$ cat src/rtl/adc_gate_pkg.sv
package adc_gate_pkg;
  localparam int unsigned PORT_CLK_BIT = 2;
  localparam int unsigned CONV_CLK_BIT = 9;
  localparam int unsigned NIB_W        = 4;
  localparam int unsigned REG_STRIDE   = 4;
endpackage

$ cat src/rtl/adc_gate_path.sv
module adc_gate_path
  import adc_gate_pkg::*;
#(
  parameter int unsigned CH   = 0,
  parameter int unsigned CE_W = 32,
  parameter int unsigned PC_W = 32
) (
  input  logic [CE_W-1:0] clk_en_word_i,
  input  logic [PC_W-1:0] pad_cfg_word_i,
  input  logic            ch_en_i,
  output logic            open_o
);
  localparam int unsigned NIB_LO = CH * NIB_W;

  logic analog_mode;
  assign analog_mode = (pad_cfg_word_i[NIB_LO +: NIB_W] == '0);
  assign open_o = clk_en_word_i[PORT_CLK_BIT] & clk_en_word_i[CONV_CLK_BIT]
                & analog_mode & ch_en_i;
endmodule

$ cat src/rtl/adc_gate_result.sv
module adc_gate_result #(
  parameter int unsigned SMP_W = 12
) (
  input  logic             clk_i,
  input  logic             rst_ni,
  input  logic             open_i,
  input  logic             valid_i,
  input  logic [SMP_W-1:0] data_i,
  output logic [SMP_W-1:0] res_o
);
  always_ff @(posedge clk_i or negedge rst_ni) begin
    if (!rst_ni)      res_o <= '0;
    else if (!open_i) res_o <= '0;
    else if (valid_i) res_o <= data_i;
  end
endmodule

$ cat src/rtl/adc_gate_ctrl.sv
module adc_gate_ctrl #(
  parameter int unsigned NCH = 2,
  parameter int unsigned AW  = 8,
  parameter int unsigned DW  = 32
) (
  input  logic           clk_i,
  input  logic           rst_ni,
  input  logic [AW-1:0]  bus_addr_i,
  input  logic           bus_wr_i,
  input  logic [DW-1:0]  bus_wdata_i,
  output logic [NCH-1:0] ctrl_o
);
  always_ff @(posedge clk_i or negedge rst_ni) begin
    if (!rst_ni)                            ctrl_o <= '0;
    else if (bus_wr_i && bus_addr_i == '0)  ctrl_o <= bus_wdata_i[NCH-1:0];
  end
endmodule

$ cat src/rtl/adc_gate_regs.sv
module adc_gate_regs
  import adc_gate_pkg::*;
#(
  parameter int unsigned NCH   = 2,
  parameter int unsigned SMP_W = 12,
  parameter int unsigned AW    = 8,
  parameter int unsigned DW    = 32,
  parameter int unsigned CE_W  = 32,
  parameter int unsigned PC_W  = 32
) (
  input  logic               clk_i,
  input  logic               rst_ni,
  input  logic [AW-1:0]      bus_addr_i,
  input  logic               bus_wr_i,
  input  logic               bus_rd_i,
  input  logic [DW-1:0]      bus_wdata_i,
  output logic [DW-1:0]      bus_rdata_o,
  input  logic [CE_W-1:0]    clk_en_word_i,
  input  logic [PC_W-1:0]    pad_cfg_word_i,
  input  logic [NCH-1:0]     smp_valid_i,
  input  logic [NCH*SMP_W-1:0] smp_data_i,
  output logic [NCH-1:0]     gated_o
);
  logic [NCH-1:0]       ctrl_q;
  logic [NCH-1:0]       open_w;
  logic [NCH*SMP_W-1:0] res_flat;
  logic [DW-1:0]        rd_val;

  adc_gate_ctrl #(.NCH(NCH), .AW(AW), .DW(DW)) u_ctrl (
    .clk_i, .rst_ni, .bus_addr_i, .bus_wr_i, .bus_wdata_i, .ctrl_o(ctrl_q)
  );

  for (genvar c = 0; c < NCH; c++) begin : g_ch
    adc_gate_path #(.CH(c), .CE_W(CE_W), .PC_W(PC_W)) u_path (
      .clk_en_word_i, .pad_cfg_word_i, .ch_en_i(ctrl_q[c]), .open_o(open_w[c])
    );
    adc_gate_result #(.SMP_W(SMP_W)) u_res (
      .clk_i, .rst_ni,
      .open_i (open_w[c]),
      .valid_i(smp_valid_i[c]),
      .data_i (smp_data_i[c*SMP_W +: SMP_W]),
      .res_o  (res_flat[c*SMP_W +: SMP_W])
    );
  end

  assign gated_o = ~open_w;

  always_comb begin
    rd_val = '0;
    if (bus_addr_i == '0) rd_val = DW'(ctrl_q);
    for (int c = 0; c < NCH; c++) begin
      if (bus_addr_i == AW'((c + 1) * REG_STRIDE))
        rd_val = DW'(res_flat[c*SMP_W +: SMP_W]);
    end
  end

  always_ff @(posedge clk_i or negedge rst_ni) begin
    if (!rst_ni)       bus_rdata_o <= '0;
    else if (bus_rd_i) bus_rdata_o <= rd_val;
    else               bus_rdata_o <= '0;
  end
endmodule

$ cat config.mk
export PLATFORM = sky130hd
export DESIGN_NAME = adc_gate_regs
export DESIGN_NICKNAME = d
export VERILOG_FILES = /design/src/rtl/adc_gate_pkg.sv /design/src/rtl/adc_gate_path.sv /design/src/rtl/adc_gate_result.sv /design/src/rtl/adc_gate_ctrl.sv /design/src/rtl/adc_gate_regs.sv
export SDC_FILE = /design/constraint.sdc
export NUM_CORES = 1
export LEC_CHECK = 0
export CAP_MARGIN = 20
export CORE_ASPECT_RATIO = 0.5
export CORE_MARGIN = 1
export CORE_UTILIZATION = 35
export DETAILED_ROUTE_END_ITERATION = 12
export DONT_BUFFER_PORTS = 1
export SYNTH_ARGS = -nofsm -noshare
export SYNTH_HDL_FRONTEND = slang
export SYNTH_SLANG_ARGS = --single-unit
$ cat constraint.sdc
create_clock -name clk_i -period 1.7 [get_ports clk_i]
set_input_delay 0.255 -clock clk_i [delete_from_list [all_inputs] [get_ports clk_i]]
set_output_delay 0.255 -clock clk_i [all_outputs]
set_load 0.02 [all_outputs]
==> report_table.html <==
<table>
<tr><th>Metric</th><th>Value</th></tr>
<tr><th colspan="2">Critical path</th></tr>
<tr><td>Worst R2R Path Depth</td><td>3</td></tr>
<tr><td>Setup slack of the worst register-to-register path</td><td>0.40 ns</td></tr>
<tr><td>Reg2reg start</td><td>u_ctrl.ctrl_o[0]</td></tr>
<tr><td>Cells along the critical path</td><td>nand4b_1 -&gt; or4_4</td></tr>
<tr><td>Biggest cell delay along the critical path</td><td>0.57 ns</td></tr>
<tr><td>CP Data Arrival Time</td><td>1.36 ns</td></tr>
<tr><td>Classification of the worst setup path</td><td>reg2out</td></tr>
<tr><td>Required time of the worst setup path</td><td>1.44 ns</td></tr>
<tr><td>Endpoint type of the worst setup path</td><td>output pin</td></tr>
<tr><td>Critical Path Start</td><td>u_ctrl.ctrl_o[0]</td></tr>
<tr><td>Worst setup path end</td><td>gated_o[0]</td></tr>
<tr><td>Reg-to-reg endpoint</td><td>g_ch[0].u_res.res_o[11]</td></tr>
<tr><td>Biggest fanout along the worst timing path</td><td>13</td></tr>
<tr><td>Startpoint kind of the worst setup timing path</td><td>register</td></tr>
<tr><td>Slowest cell on the critical path</td><td>sky130_fd_sc_hd__or4_4</td></tr>
<tr><th colspan="2">Floorplan</th></tr>
<tr><td>Count of boundary I/O pins</td><td>168</td></tr>
<tr><td>Total number of placement rows</td><td>17</td></tr>
<tr><td>Vertical die dimension</td><td>51.8 µm</td></tr>
<tr><td>Placeable core region</td><td>4570 µm²</td></tr>
<tr><td>Area of the die</td><td>5250 µm²</td></tr>
<tr><td>Die boundary width</td><td>102 µm</td></tr>
<tr><td>Initial standard-cell utilization of the core</td><td>0.379</td></tr>
<tr><th colspan="2">Power and ir drop</th></tr>
<tr><td>Pwr dens</td><td>871 nW/µm²</td></tr>
<tr><td>Cell-internal power</td><td>0.00122 W</td></tr>
<tr><td>Comb power frac</td><td>0.072</td></tr>
<tr><td>Largest vdd supply drop</td><td>0.272 mV</td></tr>
<tr><td>Power share of the sequential group</td><td>0.570</td></tr>
<tr><td>Leak Pwr</td><td>0.866 nW</td></tr>
<tr><td>Net switching power figure</td><td>0.000376 W</td></tr>
<tr><td>Clock share of power</td><td>0.358</td></tr>
<tr><td>Switching power as a share of total power</td><td>0.236</td></tr>
<tr><th colspan="2">STA</th></tr>
<tr><td>Final worst path period share</td><td>0.948</td></tr>
<tr><td>Total negative slack</td><td>0 ns</td></tr>
<tr><td>Worst Tran Pin Value</td><td>0.883 ns</td></tr>
<tr><td>Final max-slew violation count</td><td>0</td></tr>
<tr><td>Final critical delay including setup and external delays</td><td>1.61 ns</td></tr>
<tr><td>Highest attainable clock frequency</td><td>0.621 GHz</td></tr>
<tr><td>Fin Clk Skew</td><td>0.00729 ns</td></tr>
<tr><td>Number of hold-slack violations in the final timing report</td><td>0</td></tr>
<tr><td>Endpoints failing setup</td><td>0</td></tr>
<tr><td>Unrepaired setup endpoints after global routing</td><td>false</td></tr>
<tr><td>Headroom to the max-slew limit</td><td>0.410</td></tr>
<tr><th colspan="2">Synthesis</th></tr>
<tr><td>Number of instances in the synthesized netlist</td><td>156</td></tr>
<tr><td>Unique cell type count in the Yosys netlist</td><td>20</td></tr>
<tr><td>Register area share after synthesis</td><td>0.549</td></tr>
<tr><td>Yosys warnings</td><td>0</td></tr>
<tr><td>Area of the mapped netlist</td><td>1730 µm²</td></tr>
<tr><td>Mean instance size in the synthesized netlist</td><td>11.1 µm²</td></tr>
<tr><td>Synth Register Bits</td><td>38</td></tr>
<tr><th colspan="2">CTS</th></tr>
<tr><td>Clock transition at the registers of the reported paths</td><td>0.07 ns</td></tr>
<tr><td>Post CTS Setup Buffer Count</td><td>0</td></tr>
<tr><td>TritonCTS Sinks</td><td>38</td></tr>
<tr><td>Number of cells upsized or downsized after cts</td><td>0</td></tr>
<tr><td>Library cell used as clock root buffer</td><td>sky130_fd_sc_hd__clkbuf_8</td></tr>
<tr><td>CTS tree</td><td>yes</td></tr>
<tr><td>Count of hold-fix buffers inserted at cts</td><td>2</td></tr>
<tr><td>Clk_lat worst skew</td><td>0.28 ns</td></tr>
<tr><td>Total CTS buffers</td><td>5</td></tr>
<tr><td>Total number of H-tree levels</td><td>2</td></tr>
<tr><td>Bufs on Longest Clock Path</td><td>2</td></tr>
<tr><th colspan="2">GRT</th></tr>
<tr><td>Aggregate global routing overflow</td><td>0</td></tr>
<tr><td>Pin count of the biggest net entering global routing</td><td>39</td></tr>
<tr><td>Layer carrying the most global-route usage</td><td>met2</td></tr>
<tr><td>Met3 GRT Util</td><td>0.0645</td></tr>
<tr><td>Met2 track demand over resource</td><td>0.226</td></tr>
<tr><td>All-Layer GR Usage</td><td>0.142</td></tr>
<tr><td>Antenna violations before repair</td><td>0</td></tr>
<tr><td>Met1 layer usage reported by global route</td><td>0.177</td></tr>
<tr><td>Number of global-route vias before repair</td><td>1055</td></tr>
<tr><td>Wire length of the first global-routing pass</td><td>5.30 mm</td></tr>
<tr><th colspan="2">Route</th></tr>
<tr><td>Average wire per standard cell</td><td>15.3 µm</td></tr>
<tr><td>Post-DR vias/cell</td><td>4.69</td></tr>
<tr><td>DRT Pass-1 Iters</td><td>4</td></tr>
<tr><td>Number of DRC violations after detailed-routing iteration 0</td><td>35</td></tr>
<tr><td>Total Routed Length</td><td>3.46 mm</td></tr>
<tr><td>Drt drc</td><td>0</td></tr>
<tr><td>Antenna viol nets, final</td><td>0</td></tr>
<tr><td>Overall via count from detail_route</td><td>1061</td></tr>
<tr><th colspan="2">Cells and area</th></tr>
<tr><td>Post-route insts no fill</td><td>226</td></tr>
<tr><td>Diode count</td><td>0</td></tr>
<tr><td>Nets</td><td>294</td></tr>
<tr><td>Syn-to-layout area delta</td><td>5.63%</td></tr>
<tr><td>Layout cell share with drive strength beyond 1</td><td>0.100</td></tr>
<tr><th colspan="2">Placement</th></tr>
<tr><td>GPL Wtd Cong</td><td>0.694</td></tr>
<tr><td>Total of buffers placed on input and output ports</td><td>0</td></tr>
<tr><td>HPWL Detailed</td><td>2.43 mm</td></tr>
<tr><td>Post-Place Cells</td><td>217</td></tr>
<tr><th colspan="2">Worst hold path</th></tr>
<tr><td>Min-Delay Path Class</td><td>in2reg</td></tr>
<tr><td>Worst Hold Depth</td><td>1</td></tr>
<tr><th colspan="2">Status</th></tr>
<tr><td>Result of the run</td><td>completed</td></tr>
<tr><th colspan="2">Job</th></tr>
<tr><td>Max Cap Viol</td><td>0</td></tr>
</table>
## power by group through the flow
stage | Clock, W | Sequential [W] | Combinational [W]
floorplan | 0 | 0.000925 | 0.000129
global placement | 0 | 0.000926 | 0.0000899
detailed placement | 0 | 0.000926 | 0.0000905
CTS | 0.000587 | 0.000908 | 0.000116
global route | 0.000634 | 0.000908 | 0.000127
finish | 0.000572 | 0.000908 | 0.000115
## routing by layer
layer  vias to the layer above  wire (µm)
li1                        492          -
met5                         -          0
met1                       521       1490
met4                         0         10
met3                         2        323
met2                        46       1630
## sequential cells by signal (all words and copies together) (netlist names)
name / count
g_ch.u_res.res_o: 24
u_ctrl.ctrl_o: 2
bus_rdata_o: 12
## cell usage after synthesis
cell type | n | share of area
sky130_fd_sc_hd__mux2i_1 | 26 | 0.15
sky130_fd_sc_hd__or2_2 | 2 | 0.0072
sky130_fd_sc_hd__mux2_2 | 2 | 0.013
sky130_fd_sc_hd__buf_2 | 3 | 0.0087
sky130_fd_sc_hd__a22oi_1 | 10 | 0.043
sky130_fd_sc_hd__nor2_1 | 37 | 0.080
sky130_fd_sc_hd__nor4_1 | 1 | 0.0036
sky130_fd_sc_hd__nand4_1 | 2 | 0.0072
sky130_fd_sc_hd__a21oi_1 | 2 | 0.0058
sky130_fd_sc_hd__nand3_1 | 1 | 0.0029
sky130_fd_sc_hd__buf_4 | 20 | 0.087
sky130_fd_sc_hd__buf_6 | 1 | 0.0065
sky130_fd_sc_hd__nand2_1 | 2 | 0.0043
sky130_fd_sc_hd__nand4b_1 | 1 | 0.0051
sky130_fd_sc_hd__clkbuf_1 | 3 | 0.0065
sky130_fd_sc_hd__or4_4 | 1 | 0.0065
sky130_fd_sc_hd__nor3b_1 | 1 | 0.0043
sky130_fd_sc_hd__conb_1 | 1 | 0.0022
sky130_fd_sc_hd__dfrtp_1 | 38 | 0.55
sky130_fd_sc_hd__nor2b_1 | 2 | 0.0072
## critical path, delay by kind of cell, from the launching register on
| family | cells | cell delay, ns |
|---|---|---|
| AND/OR/NAND/NOR | 2 | 0.68 |
| flip-flops | 1 | 0.39 |
## cells by family (layout without fill, tap and decap cells)
kind of cell / after synthesis / in the layout / share of synthesized area
AOI/OAI and AO/OA: 12 / 12 / 0.0491
muxes: 28 / 28 / 0.163
and+or+nand+nor: 50 / 50 / 0.129
buffers and inverters: 27 / 12 / 0.108
other: 1 / 20 / 0.00216
DFF: 38 / 38 / 0.549
## how the worst min path moves through the flow
| stage | endpoint | slack (ns) | start |
|---|---|---|---|
| 2_1_floorplan | bus_rdata_o[0] | -0.04 | rst_ni |
| 3_3_place_gp | g_ch[1].u_res.res_o[8] | -0.04 | rst_ni |
| 3_5_place_dp | g_ch[1].u_res.res_o[8] | -0.04 | rst_ni |
| 4_1_cts | u_ctrl.ctrl_o[0] | 0.12 | bus_wdata_i[0] |
| 5_1_grt | u_ctrl.ctrl_o[0] | 0.12 | bus_wdata_i[0] |
| 6_report | u_ctrl.ctrl_o[0] | 0.13 | bus_wdata_i[0] |
## per-stage QoR
step                      power, W  instance area (µm²)  hold WS [ns]  utilization  setup slack [ns]
final                      0.00159                 1830         0.125        0.400            0.0889
after global routing       0.00167                 1830         0.117        0.400            0.0396
after CTS                  0.00161                 1830         0.121        0.400            0.0754
after detailed placement   0.00102                 1720       -0.0401        0.376             0.359
after global placement     0.00102                 1720       -0.0399        0.376             0.349
after floorplan            0.00105                 1800       -0.0406            -             0.421
## cell usage in the layout (no fill, tap or decap), drive strengths merged, types with 2 or more instances in the layout
cell / instances
a21oi: 2
a22oi: 10
buf: 4
clkbuf: 5
clkinv: 2
conb: 20
dfrtp: 38
mux2: 2
mux2i: 26
nand2: 2
nand4: 2
nor2: 37
nor2b: 2
or2: 2
## cell type report
class / count / area [µm²]
Multi-Input combinational cell: 110 / 666
Fill cell: 446 / 2740
Clock inverter: 2 / 10.0
Timing Repair Buffer: 5 / 52.6
Sequential cell: 38 / 951
Clock buffer: 5 / 68.8
Tap cell: 66 / 82.6
Power figures use the tool's default switching activity.
